## src/rtl/acc_pkg.sv

```systemverilog
package acc_pkg;
    typedef enum logic [1:0] {
        ST_IDLE  = 2'd0,
        ST_FETCH = 2'd1,
        ST_EXEC  = 2'd2
    } acc_state_e;

    localparam int OPC_W = 4;
    localparam logic [OPC_W-1:0] OPC_ADD = 4'b0001;
    localparam logic [OPC_W-1:0] OPC_AND = 4'b0101;
    localparam logic [OPC_W-1:0] OPC_NOT = 4'b1001;
endpackage

```

## src/rtl/acc_ctrl.sv

```systemverilog
module acc_ctrl
    import acc_pkg::*;
(
    input  logic clk,
    input  logic rst_n,
    input  logic start,
    output logic fetch_en,
    output logic exec_en,
    output logic busy
);
    acc_state_e state_q, state_d;

    always_comb begin
        state_d = state_q;
        unique case (state_q)
            ST_IDLE:  if (start) state_d = ST_FETCH;   // go
            ST_FETCH: state_d = ST_EXEC;               // advance
            ST_EXEC:  state_d = ST_IDLE;               // retire
            default:  state_d = ST_IDLE;
        endcase
    end

    always_ff @(posedge clk or negedge rst_n) begin
        if (!rst_n) state_q <= ST_IDLE;
        else        state_q <= state_d;
    end

    always_comb begin
        fetch_en = 1'b0;
        exec_en  = 1'b0;
        busy     = 1'b0;
        unique case (state_q)
            ST_IDLE:  ;
            ST_FETCH: begin fetch_en = 1'b1; busy = 1'b1; end
            ST_EXEC:  begin exec_en  = 1'b1; busy = 1'b1; end
            default:  ;
        endcase
    end

    AST_FETCH_THEN_EXEC: assert property (@(posedge clk) disable iff (!rst_n)
        state_q == ST_FETCH |=> state_q == ST_EXEC);
    AST_EXEC_THEN_IDLE: assert property (@(posedge clk) disable iff (!rst_n)
        state_q == ST_EXEC |=> state_q == ST_IDLE);
endmodule

```

## src/rtl/acc_alu.sv

```systemverilog
module acc_alu
    import acc_pkg::*;
#(
    parameter int W = 4
) (
    input  logic [OPC_W-1:0] opc,
    input  logic [W-1:0]     a,
    input  logic [W-1:0]     b,
    input  logic             cin,
    output logic [W-1:0]     res,
    output logic             cout,
    output logic             valid
);
    logic [W:0]   c;
    logic [W-1:0] sum;

    // pass-through: a zero external operand forces the carry-in low
    assign c[0] = (b == '0) ? 1'b0 : cin;

    for (genvar i = 0; i < W; i++) begin : g_fa
        assign sum[i]  = a[i] ^ b[i] ^ c[i];
        assign c[i+1]  = (a[i] & b[i]) | (c[i] & (a[i] ^ b[i]));
    end

    always_comb begin
        res   = '0;
        cout  = 1'b0;
        valid = 1'b1;
        unique case (opc)
            OPC_ADD: begin res = sum; cout = c[W]; end
            OPC_AND: res = a & b;
            OPC_NOT: res = ~a;
            default: valid = 1'b0;
        endcase
    end
endmodule

```

## src/rtl/acc_regfile.sv

```systemverilog
module acc_regfile #(
    parameter int W     = 4,
    parameter int DEPTH = 4,
    localparam int AW   = $clog2(DEPTH)
) (
    input  logic          clk,
    input  logic          rst_n,
    input  logic          we,
    input  logic [AW-1:0] addr,
    input  logic [W-1:0]  wdata,
    output logic [W-1:0]  rdata
);
    logic [DEPTH-1:0][W-1:0] mem_q;

    for (genvar e = 0; e < DEPTH; e++) begin : g_entry
        always_ff @(posedge clk or negedge rst_n) begin
            if (!rst_n)                       mem_q[e] <= '0;
            else if (we && addr == AW'(e))    mem_q[e] <= wdata;
        end
    end

    assign rdata = mem_q[addr];

    AST_NO_WRITE_IN_READ: assert property (@(posedge clk) disable iff (!rst_n)
        !we |=> $stable(mem_q));
endmodule

```

## src/rtl/acc_system.sv

```systemverilog
module acc_system
    import acc_pkg::*;
#(
    parameter int W     = 4,
    parameter int DEPTH = 4,
    localparam int AW   = $clog2(DEPTH)
) (
    input  logic          clk,
    input  logic          rst_n,
    input  logic          start,
    input  logic [3:0]    op,
    input  logic [W-1:0]  ext_in,
    input  logic [AW-1:0] addr,
    input  logic          wr_mode,
    input  logic          carry_in,
    output logic          busy,
    output logic [W-1:0]  result,
    output logic          carry,
    output logic          flag_z,
    output logic          flag_n,
    output logic          flag_p,
    output logic [W-1:0]  rd_out
);
    logic fetch_en, exec_en;
    logic [W-1:0] mem_rdata, alu_res;
    logic alu_cout, alu_valid;

    logic [W-1:0]     opa_q, opb_q, dr_q, rd_q;
    logic [OPC_W-1:0] ir_q;
    logic             cin_q, cy_q, z_q, n_q, p_q;

    acc_ctrl u_ctrl (
        .clk(clk), .rst_n(rst_n), .start(start),
        .fetch_en(fetch_en), .exec_en(exec_en), .busy(busy)
    );

    acc_regfile #(.W(W), .DEPTH(DEPTH)) u_rf (
        .clk(clk), .rst_n(rst_n), .we(fetch_en & wr_mode),
        .addr(addr), .wdata(dr_q), .rdata(mem_rdata)
    );

    acc_alu #(.W(W)) u_alu (
        .opc(ir_q), .a(opa_q), .b(opb_q), .cin(cin_q),
        .res(alu_res), .cout(alu_cout), .valid(alu_valid)
    );

    always_ff @(posedge clk or negedge rst_n) begin
        if (!rst_n) begin
            opa_q <= '0; opb_q <= '0; ir_q <= '0; cin_q <= 1'b0; rd_q <= '0;
        end else if (fetch_en) begin
            opa_q <= wr_mode ? dr_q : mem_rdata;
            opb_q <= ext_in;
            ir_q  <= op;
            cin_q <= carry_in;
            if (!wr_mode) rd_q <= mem_rdata;
        end
    end

    always_ff @(posedge clk or negedge rst_n) begin
        if (!rst_n) begin
            dr_q <= '0; cy_q <= 1'b0; z_q <= 1'b0; n_q <= 1'b0; p_q <= 1'b0;
        end else if (exec_en && alu_valid) begin
            dr_q <= alu_res;
            cy_q <= alu_cout;
            z_q  <= (alu_res == '0);
            n_q  <= alu_res[W-1];
            p_q  <= (alu_res != '0) && !alu_res[W-1];
        end
    end

    assign result = dr_q;
    assign carry  = cy_q;
    assign flag_z = z_q;
    assign flag_n = n_q;
    assign flag_p = p_q;
    assign rd_out = rd_q;

    AST_RD_ONLY_ON_READ: assert property (@(posedge clk) disable iff (!rst_n)
        !(fetch_en && !wr_mode) |=> $stable(rd_out));
    AST_FLAGS_EXCLUSIVE: assert property (@(posedge clk) disable iff (!rst_n)
        $onehot0({flag_z, flag_n, flag_p}));
    AST_PASS_NO_CARRY: assert property (@(posedge clk) disable iff (!rst_n)
        (exec_en && ir_q == OPC_ADD && opb_q == '0) |=> !carry);
    AST_IDLE_HOLDS_RESULT: assert property (@(posedge clk) disable iff (!rst_n)
        !exec_en |=> $stable(result));
endmodule

```

## config.mk

```make
export PLATFORM = sky130hd
export DESIGN_NAME = acc_system
export DESIGN_NICKNAME = d
export VERILOG_FILES = /design/src/rtl/acc_pkg.sv /design/src/rtl/acc_ctrl.sv /design/src/rtl/acc_alu.sv /design/src/rtl/acc_regfile.sv /design/src/rtl/acc_system.sv
export SDC_FILE = /design/constraint.sdc
export NUM_CORES = 1
export LEC_CHECK = 0
export BUFFER_PORTS_ARGS = -buffer_cell sky130_fd_sc_hd__buf_2
export CAP_MARGIN = 20
export CORE_MARGIN = 2
export CORE_UTILIZATION = 50
export CTS_BUF_LIST = sky130_fd_sc_hd__clkbuf_2 sky130_fd_sc_hd__clkbuf_4 sky130_fd_sc_hd__clkbuf_8
export CTS_CLUSTER_DIAMETER = 40
export DETAILED_ROUTE_END_ITERATION = 7
export GPL_TIMING_DRIVEN = 0
export PLACE_DENSITY = 0.75
export RECOVER_POWER = 25
export SLEW_MARGIN = 20
export SYNTH_ARGS = -nofsm -noshare
export SYNTH_HDL_FRONTEND = slang
export SYNTH_SLANG_ARGS = --single-unit
```

## constraint.sdc

```tcl
create_clock -name clk -period 8 [get_ports clk]
set_clock_uncertainty 0.15 [all_clocks]
set_input_delay 0.4 -clock clk [delete_from_list [all_inputs] [get_ports clk]]
set_output_delay 0.4 -clock clk [all_outputs]
set_load 0.1 [all_outputs]
```

==> results of run 1 <==
## tightest hold or removal path, cell delays in order
cell and delay [ns]:
buf_2 0.07, nand2_1 0.04, o21ai_0 0.05
## final timing paths
path	startpoint	endpoint	slack [ns]	cells past startpoint
max in group asynchronous	rst_n	u_rf.mem_q[6]	5.86	1
min reg2reg	flag_p	flag_p	0.34	2
min in group asynchronous	rst_n	flag_z	0.59	1
max	opb_q[1]	result[3]	4.37	10
min	ext_in[3]	opb_q[3]	0.16	3
max reg2reg	opb_q[1]	result[3]	4.37	10
## synth_stat cells, types with 3 or more instances
cell type,count
nand2_1,9
inv_1,5
a21oi_1,4
o21ai_0,3
fa_1,4
o22ai_1,3
nor2b_1,3
mux2i_1,7
dfrtp_1,42
ha_1,9
nor2_1,5
mux2_2,32
mux4_2,4
## metal layers
layer,vias up,part of all wire (%),global-route usage [%]
met5,-,0,0
li1,601,-,-
met4,0,1.3,5.50
met1,650,41,20.8
met2,21,54,31.6
met3,4,4.2,5.26
## cell type report
cell class | instances | area, µm² | area share (%)
buffer | 7 | 43.8 | 1.86
clock buffer | 7 | 90.1 | 3.83
clock inverter | 1 | 5.00 | 0.213
inverter | 5 | 18.8 | 0.798
multi-input combinational | 97 | 962 | 40.9
sequential | 42 | 1050 | 44.7
tap | 50 | 62.6 | 2.66
timing repair buffer | 24 | 119 | 5.05
## per-stage QoR
step,hold WS (ns),area [µm²],cells,setup slack (ns),util [%]
after floorplan,-0.0456,2080,151,4.58,-
after global placement,0.304,2260,225,4.43,56.5
after detailed placement,0.327,2260,225,4.38,56.5
after CTS,0.104,2350,233,4.33,58.8
after global routing,0.170,2350,233,4.21,58.8
final,0.162,2350,233,4.37,58.8
## registers in the layout, indices dropped and copies added, names as in the netlist
| name | cells |
|---|---|
| opa_q | 4 |
| u_ctrl.state_q | 2 |
| flag_z | 1 |
| carry | 1 |
| ir_q | 4 |
| cin_q | 1 |
| u_rf.mem_q | 16 |
| opb_q | 4 |
| rd_out | 4 |
| flag_p | 1 |
| result | 4 |
## logic make-up after synthesis
group,count (synthesis),share of synthesized area [%]
mux,43,25.1
flops,42,50.6
simple gates,26,6.99
compound gates,15,5.00
fa+ha+maj,13,9.28
buf+inv,12,3.01
==> flow_summary_export.csv, run 1 <==
group,metric,value,unit
die,dieHeight,68.4,µm
global_routing,grt_pass1_wl,6000,µm
cells_and_area,layout_commonest_cell,"dfrtp_1",
logic_synthesis,async_flop_share,100,%
cells_and_area,area_growth,13.3,%
cells_and_area,diodes,0,
logic_synthesis,ys_seq_area_share,50.6,%
clocking,cts_tree,"done",
clocking,htree_levels,2,
worst_setup_path,crit_fanout,4,
worst_setup_path,path_cells,"o41a_1, fa_1, fa_1, fa_1, inv_1, fa_1, nor2b_1, o32a_1, nor3b_2, mux2_2",
logic_synthesis,synth_nets,179,
worst_setup_path,crit_buf_inv,1,
sta,final-max-slew-violation-count,43,
worst_setup_path,cp-end-kind,"flop",
clocking,clock_latency,0.29,ns
clocking,clock_sinks,42,
place,place.port_buffers,24,
worst_setup_path,cp_common_cell,"fa_1",
logic_synthesis,avgSynthCellArea,13.7,µm²
run_status,violations,"capacitance limit, slew limit",
clocking,clockRootBuffer,"clkbuf_8",
logic_synthesis,synth_edf_count,0,
logic_synthesis,yosys-top-cells-area,"dfrtp_1 51%, mux2_2 17%, ha_1 5.4%, mux4_2 4.3%, fa_1 3.9%",
sta,max_freq,276,MHz
place,post-dp-hpwl,2750,µm
logic_synthesis,syn_inst,151,
die,start_util,51.9,%
clocking,cts_hold_buffers,0,
worst_setup_path,max_stage_delay,0.45,ns
logic_synthesis,synthFlopType,"dfrtp_1",
logic_synthesis,yosysUniqueCellTypes,30,
logic_synthesis,synth_top_area_share,50.6,%
route,route.detailed.drc,0,
sta,layout_min_cycle_time,3.63,ns
worst_setup_path,crit_family,"adder cells",
clocking,clkTransAtPathRegs,0.08,ns
worst_setup_path,cpMaxStageDelayCell,"o41a_1",
place,gp_congestion,0.779,
logic_synthesis,synth_warnings,0,
global_routing,grt_usage,17.9,%
worst_setup_path,required,8.08,ns
sta,max_slew_margin,-45.4,%
sta,finalHoldViolations,0,
sta,rsz0062_at_grt,"false",
worst_setup_path,path_class,"reg -> reg",
cells_and_area,final_cell_mix,"42 x dfrtp_1, 32 x mux2_2, 25 x buf_2",
sta,finalSetupTns,0,ns
sta,worst_pin_slew,2.18,ns
logic_synthesis,synth_top_area_cell,"dfrtp_1",
clocking,clk_path_buf_depth,2,
route,routed_wl,3710,µm
flow_run,maxCapViolCount,1,
die,die_area,4680,µm²
route,ant_nets,0,
global_routing,antenna_found_initial,0,
logic_synthesis,synth_seq_cells,42,
sta,setup_viol,0,
logic_synthesis,syn_area,2080,µm²
worst_setup_path,worst_ep_arrival_time,3.71,ns
clocking,cts_resized,0,
global_routing,grt_pass1_vias,1299,
route,drtIter0Drc,41,
sta,min_period_over_period,45.4,%
global_routing,globalRoute.totalOverflow,0,
die,die_x,68.4,µm
cells_and_area,nFillCells,335,
clocking,cts_buffers,5,
route,first_pass_iters,4,
worst_setup_path,crit_path_start_kind,"flop",
route,wl_per_cell,15.9,µm
die,placementRows,23,
run_status,status,"complete, but fails checks",
die,ioPinCount,28,
hold_path,hold_class,"in -> reg",
route,num_vias,1276,
die,core,4000,µm²
cells_and_area,finalNetCount,210,
global_routing,grt_max_degree,43,
route,vias_per_cell,5.48,
cells_and_area,drive_above_1_share,41.5,%
clocking,cts_setup_buffers,0,
Power of run 1 is left out: the tool's default activity adds up to more than one toggle a clock period on the data nets, which glitch-free logic cannot reach.
==> run 2, diff against run 1 <==
--- a/config.mk
+++ b/config.mk
@@ -13,7 +13,7 @@
 export CTS_CLUSTER_DIAMETER = 40
 export DETAILED_ROUTE_END_ITERATION = 7
 export GPL_TIMING_DRIVEN = 0
-export PLACE_DENSITY = 0.75
+export PLACE_DENSITY = 0.78
 export RECOVER_POWER = 25
 export SLEW_MARGIN = 20
 export SYNTH_ARGS = -nofsm -noshare
==> constraint.sdc (replaced) <==
create_clock -name clk -period 3.1 [get_ports clk]
set_clock_uncertainty 0.15 [all_clocks]
set_input_delay 0.155 -clock clk [delete_from_list [all_inputs] [get_ports clk]]
set_output_delay 0.155 -clock clk [all_outputs]
set_load 0.1 [all_outputs]
==> run 2 against run 1 <==
Compared with the run above: the run ends with capacitance limit, slew limit, setup timing left; critical path type unchanged; wire length rose by 5.5%; die area unchanged; final area increased by 5.8%; worst setup slack worse by 4.7 ns; utilization increased by 3.4 points.
==> flow_summary_export.csv, run 2 (same netlist as run 1, synthesis figures left out) <==
group,metric,value,unit
sta,min_period_over_period,110,%
hold_path,hold_depth,3,
worst_setup_path,required,3.20,ns
cells_and_area,diodes,0,
cells_and_area,largest_reg_flops,16,
worst_setup_path,cp_common_cell,"fa_2",
clocking,htree_levels,2,
hold_path,worstHoldStart,"start",
die,die_x,68.4,µm
cells_and_area,final_cell_mix,"42 x dfrtp_1, 31 x mux2_2, 22 x buf_2",
cells_and_area,area_growth,19.9,%
flow_run,maxCapViolCount,1,
sta,layout_min_cycle_time,3.41,ns
worst_setup_path,timing.rr.start,"opb_q[2]",
sta,max_freq,293,MHz
worst_setup_path,crit_fanout,3,
global_routing,globalRoute.totalOverflow,0,
sta,final-max-slew-violation-count,43,
worst_setup_path,worst_ep_arrival_time,3.51,ns
place,post-dp-hpwl,2730,µm
route,drtIter0Drc,90,
global_routing,grt_pass1_vias,1380,
cells_and_area,fin_util,62.2,%
global_routing,grt_pass1_wl,6540,µm
clocking,clkTransAtPathRegs,0.08,ns
die,ioPinCount,28,
sta,finalHoldViolations,0,
place,dp_slack,-0.404,ns
clocking,cts_tree,"done",
worst_setup_path,path_class,"reg -> reg",
global_routing,grt_max_degree,43,
die,start_util,51.9,%
hold_path,min_to,"u_ctrl.state_q[1]",
cells_and_area,layout_commonest_cell,"dfrtp_1",
route,first_pass_iters,4,
die,core,4000,µm²
place,place.port_buffers,24,
clocking,cts_resized,0,
route,wl_per_cell,16.0,µm
clocking,clock_sinks,42,
worst_setup_path,max_stage_delay,0.43,ns
worst_setup_path,crit_path_start_kind,"flop",
run_status,status,"complete, but fails checks",
worst_setup_path,ff2ff_path_depth,10,
die,die_area,4680,µm²
route,vias_per_cell,5.37,
global_routing,antenna_found_initial,0,
run_status,violations,"capacitance limit, slew limit, setup timing",
worst_setup_path,path_cells,"o41a_1, fa_2, fa_2, fa_2, inv_2, fa_1, nor2b_1, o32a_1, nor3b_2, mux2_4",
clocking,clock_latency,0.30,ns
clocking,clockRootBuffer,"clkbuf_8",
place,gp_congestion,0.820,
sta,rsz0062_at_grt,"true",
cells_and_area,drive_above_1_share,40.5,%
clocking,cts_buffers,5,
route,route.detailed.drc,0,
worst_setup_path,cpMaxStageDelayCell,"o41a_1",
clocking,clk_path_buf_depth,2,
sta,worst_pin_slew,2.19,ns
route,routed_wl,3910,µm
cells_and_area,regMostFlops,"u_rf.mem_q",
die,placementRows,23,
sta,fin_ws,-0.312,ns
worst_setup_path,reg2reg_slack,-0.31,ns
hold_path,hold_class,"in -> reg",
route,ant_nets,0,
cells_and_area,finalNetCount,222,
die,dieHeight,68.4,µm
global_routing,grt_usage,19.8,%
route,num_vias,1315,
sta,max_slew_margin,-46.3,%
worst_setup_path,reg2reg_to,"result[3]",
worst_setup_path,cp-end-kind,"flop",
sta,setup_viol,3,
## run 2: timing repair
action                     CTS  global route
hold endpoints to repair    51             0
setup endpoints to repair    3             3
buffers inserted             2             0
pin swaps                    2             0
hold buffers                10             0
## run 2: layer usage
| layer | share of wire, % | vias up | track usage, % |
|---|---|---|---|
| li1 | - | 623 | - |
| met1 | 44 | 664 | 23.6 |
| met2 | 51 | 22 | 34.3 |
| met3 | 3.6 | 6 | 4.44 |
| met4 | 1.3 | 0 | 8.25 |
| met5 | 0 | - | 0 |
## run 2: cell type report
type | count | area, µm²
fillers | 325 | 1510
flip-flops and latches | 42 | 1050
multi-input cells | 97 | 973
repair buffers | 36 | 230
clock buffers | 5 | 68.8
well taps | 50 | 62.6
plain buffers | 7 | 43.8
clock inverters | 3 | 40.0
inverters | 5 | 18.8
## run 2: worst max path at each step
| stage | slack [ns] | cells after the start | endpoint | startpoint |
|---|---|---|---|---|
| 3_3_place_gp | -0.36 | 10 | result[3] | opb_q[2] |
| 2_1_floorplan | -0.24 | 10 | result[3] | opb_q[2] |
| 5_1_grt | -0.45 | 10 | result[3] | opb_q[2] |
| 4_1_cts | -0.33 | 10 | result[3] | opb_q[2] |
| 3_5_place_dp | -0.40 | 10 | result[3] | opb_q[2] |
| 6_report | -0.31 | 10 | result[3] | opb_q[2] |
## run 2: metrics by stage
| stage | instance area (µm²) | hold WS [ns] | setup TNS (ns) | instances |
|---|---|---|---|---|
| 6_report | 2490 | 0.0559 | -0.902 | 245 |
| 3_5_place_dp | 2270 | 0.191 | -1.18 | 225 |
| 2_1_floorplan | 2090 | -0.291 | -0.669 | 151 |
| 5_1_grt | 2490 | 0.0545 | -1.31 | 245 |
| 4_1_cts | 2490 | 0.0527 | -0.955 | 245 |
| 3_3_place_gp | 2270 | 0.167 | -1.02 | 225 |
## run 2: worst max-delay path: cells and delay by family (launching register included)
kind	cells	cell delay (ns)
fa+ha+maj	4	1.45
simple gates	2	0.39
flops	1	0.38
buf+inv	1	0.06
mux	1	0.19
compound gates	2	0.73
Power of run 2 is left out for the same reason.
==> run 3, diff against run 2 <==
--- a/config.mk
+++ b/config.mk
@@ -13,9 +13,10 @@
 export CTS_CLUSTER_DIAMETER = 40
 export DETAILED_ROUTE_END_ITERATION = 7
 export GPL_TIMING_DRIVEN = 0
-export PLACE_DENSITY = 0.78
+export PLACE_DENSITY = 0.77
 export RECOVER_POWER = 25
 export SLEW_MARGIN = 20
 export SYNTH_ARGS = -nofsm -noshare
 export SYNTH_HDL_FRONTEND = slang
+export SYNTH_HIERARCHICAL = 1
 export SYNTH_SLANG_ARGS = --single-unit
==> constraint.sdc (replaced) <==
create_clock -name clk -period 3.1 [get_ports clk]
set_clock_uncertainty 0.15 [all_clocks]
set_input_delay 0.775 -clock clk [delete_from_list [all_inputs] [get_ports clk]]
set_output_delay 0.775 -clock clk [all_outputs]
set_load 0.1 [all_outputs]
==> run 3 against run 2 <==
Compared with the run above: the run now ends clean; die area rose by 6.4%; maximum frequency rose by 12%; non-clock buffer count fell by 9.
==> flow_summary_export.csv, run 3 <==
group,metric,value,unit
logic_synthesis,synth_mux_area_share,26.5,%
worst_setup_path,endpoint,"flag_p",
place,gp_congestion,0.889,
logic_synthesis,synth_top_area_cell,"dfrtp_1",
route,route.detailed.drc,0,
route,ant_nets,0,
cells_and_area,fin_util,58.7,%
worst_setup_path,path_cells,"o41ai_4, fa_2, inv_2, fa_2, fa_2, inv_2, fa_1, nor2_1, a211oi_2, nor3_2, nand3b_1, o2bb2ai_1",
global_routing,grt_pass1_wl,7160,µm
clocking,cts_hold_buffers,0,
sta,finalHoldViolations,0,
cells_and_area,regMostFlops,"u_rf/mem_q",
worst_setup_path,reg2reg_to,"flag_p",
cells_and_area,area_growth,14.6,%
global_routing,globalRoute.totalOverflow,0,
sta,layout_min_cycle_time,3.06,ns
cells_and_area,drive_above_1_share,48.4,%
logic_synthesis,synth_warnings,6,
worst_setup_path,crit_fanout,2,
die,dieHeight,70.6,µm
worst_setup_path,max_stage_delay,0.42,ns
logic_synthesis,synth_nets,183,
logic_synthesis,synth-compound-area-share,4.63,%
flow_run,maxCapViolCount,0,
die,placementRows,24,
hold_path,hold_class,"reg -> reg",
worst_setup_path,ff2ff_path_depth,12,
worst_setup_path,required,3.14,ns
logic_synthesis,avgSynthCellArea,14.2,µm²
worst_setup_path,cp-startpoint,"opb_q[0]",
cells_and_area,finalNetCount,216,
cells_and_area,final_cell_mix,"41 x dfrtp_1, 29 x mux2_2, 26 x buf_2",
worst_setup_path,reg2reg_slack,0.04,ns
worst_setup_path,worst_ep_arrival_time,3.09,ns
route,num_vias,1360,
route,vias_per_cell,5.62,
worst_setup_path,cpMaxStageDelayCell,"dfrtp_1",
sta,min_period_over_period,98.6,%
route,first_pass_iters,7,
worst_setup_path,crit_family,"adder cells",
global_routing,grt_max_degree,43,
sta,worst_pin_slew,0.920,ns
die,ioPinCount,28,
cells_and_area,largest_reg_flops,16,
global_routing,grt_pass1_vias,1441,
logic_synthesis,synth-simple-area-share,8.47,%
logic_synthesis,synthXorXnorAreaFrac,0,%
clocking,htree_levels,2,
clocking,cts_buffers,5,
logic_synthesis,syn_inst,156,
cells_and_area,layout_commonest_cell,"dfrtp_1",
die,die_area,4980,µm²
route,wl_per_cell,17.1,µm
worst_setup_path,crit_path_start_kind,"flop",
logic_synthesis,synth_most_common_cell,"dfrtp_1",
logic_synthesis,synth_edf_count,0,
clocking,clkTransAtPathRegs,0.08,ns
clocking,cts_tree,"done",
sta,final-max-slew-violation-count,0,
logic_synthesis,syn_area,2220,µm²
clocking,clockRootBuffer,"clkbuf_8",
route,drtIter0Drc,83,
sta,max_freq,327,MHz
logic_synthesis,synth_top_family_by_area,"multiplexers",
logic_synthesis,synthAdderAreaFrac,8.13,%
worst_setup_path,crit_buf_inv,2,
logic_synthesis,yosys-top-cells-area,"dfrtp_1 47%, mux2_2 15%, mux2_4 4.7%, mux4_1 4.7%, ha_1 4.5%",
route,routed_wl,4140,µm
logic_synthesis,async_flop_share,100,%
clocking,clock_latency,0.30,ns
worst_setup_path,timing.rr.start,"opb_q[0]",
logic_synthesis,ys_seq_area_share,47.4,%
worst_setup_path,cp-end-kind,"flop",
logic_synthesis,synth_seq_cells,42,
global_routing,antenna_found_initial,0,
place,post-dp-hpwl,2910,µm
global_routing,grt_usage,18.5,%
clocking,clk_path_buf_depth,2,
logic_synthesis,synthFlopType,"dfrtp_1",
worst_setup_path,worst-path-stages,12,
logic_synthesis,synth_common_cells,"42 x dfrtp_1, 29 x mux2_2, 9 x inv_1, 8 x ha_1, 7 x mux2_4",
clocking,clock_sinks,42,
die,core,4320,µm²
place,place.port_buffers,24,
die,start_util,51.2,%
run_status,status,"finished, final reports clean",
cells_and_area,diodes,0,
sta,max_slew_margin,38.6,%
sta,rsz0062_at_grt,"true",
sta,setup_viol,0,
die,die_x,70.6,µm
logic_synthesis,synth_top_area_share,47.4,%
cells_and_area,nFillCells,360,
logic_synthesis,yosysUniqueCellTypes,31,
worst_setup_path,cp_common_cell,"fa_2",
worst_setup_path,path_class,"reg -> reg",
sta,holdWs,0.357,ns
==> run 3: logic make-up after synthesis <==
group | after synthesis
AOI/OAI and AO/OA | 15
adders and majority gates | 12
buffers and inverters | 17
DFF | 42
muxes | 45
and+or+nand+nor | 25
==> run 3: area by class of cell <==
class	count	area, µm²	area share (%)
Inverter	9	33.8	1.33
Sequential cell	42	1050	41.4
Timing Repair Buffer	26	135	5.32
Multi-Input combinational cell	97	1080	42.7
Clock buffer	6	82.6	3.25
Clock inverter	2	12.5	0.493
Tap cell	52	65.1	2.56
Buffer	8	73.8	2.91
==> run 3: repair_timing <==
action,CTS,global route
resized for setup,9,1
pin swaps,3,1
endpoints found under the setup margin,3,3
setup buffers,2,0
==> run 3: through the flow <==
step | TNS (ns) | worst slack, ns | std cells | cell area, µm²
6_report | 0 | 0.0437 | 242 | 2540
5_1_grt | -0.167 | -0.0860 | 242 | 2540
4_1_cts | 0 | 0.0243 | 242 | 2550
3_5_place_dp | -0.629 | -0.249 | 232 | 2400
3_3_place_gp | -0.208 | -0.104 | 232 | 2400
2_1_floorplan | 0 | 0.0714 | 156 | 2220
==> run 3: layer usage <==
metal / up-vias / share of wire, % / global-route usage (%)
met3: 9 / 4.7 / 4.56
li1: 621 / - / -
met1: 697 / 45 / 24.5
met4: 0 / 1.9 / 7.97
met5: - / 0 / 0
met2: 33 / 49 / 29.4
==> run 3: worst min-delay path by stage <==
stage / cells past startpoint / to / slack [ns] / startpoint
2_1_floorplan: 1 / u_rf/mem_q[4] / 0.32 / u_rf/mem_q[4]
3_3_place_gp: 1 / u_rf/mem_q[7] / 0.33 / u_rf/mem_q[7]
3_5_place_dp: 1 / flag_z / 0.34 / flag_z
4_1_cts: 1 / u_rf/mem_q[2] / 0.36 / u_rf/mem_q[2]
5_1_grt: 1 / u_rf/mem_q[8] / 0.37 / u_rf/mem_q[8]
6_report: 1 / u_rf/mem_q[7] / 0.36 / u_rf/mem_q[7]
==> run 3: worst register-to-register path, cell delays in order (launching register included) <==
cell	delay, ns
dfrtp_1	0.42
o41ai_4	0.38
fa_2	0.27
inv_2	0.04
fa_2	0.34
fa_2	0.34
inv_2	0.06
fa_1	0.40
nor2_1	0.14
a211oi_2	0.07
nor3_2	0.13
nand3b_1	0.15
o2bb2ai_1	0.06
Power of run 3 is left out for the same reason.
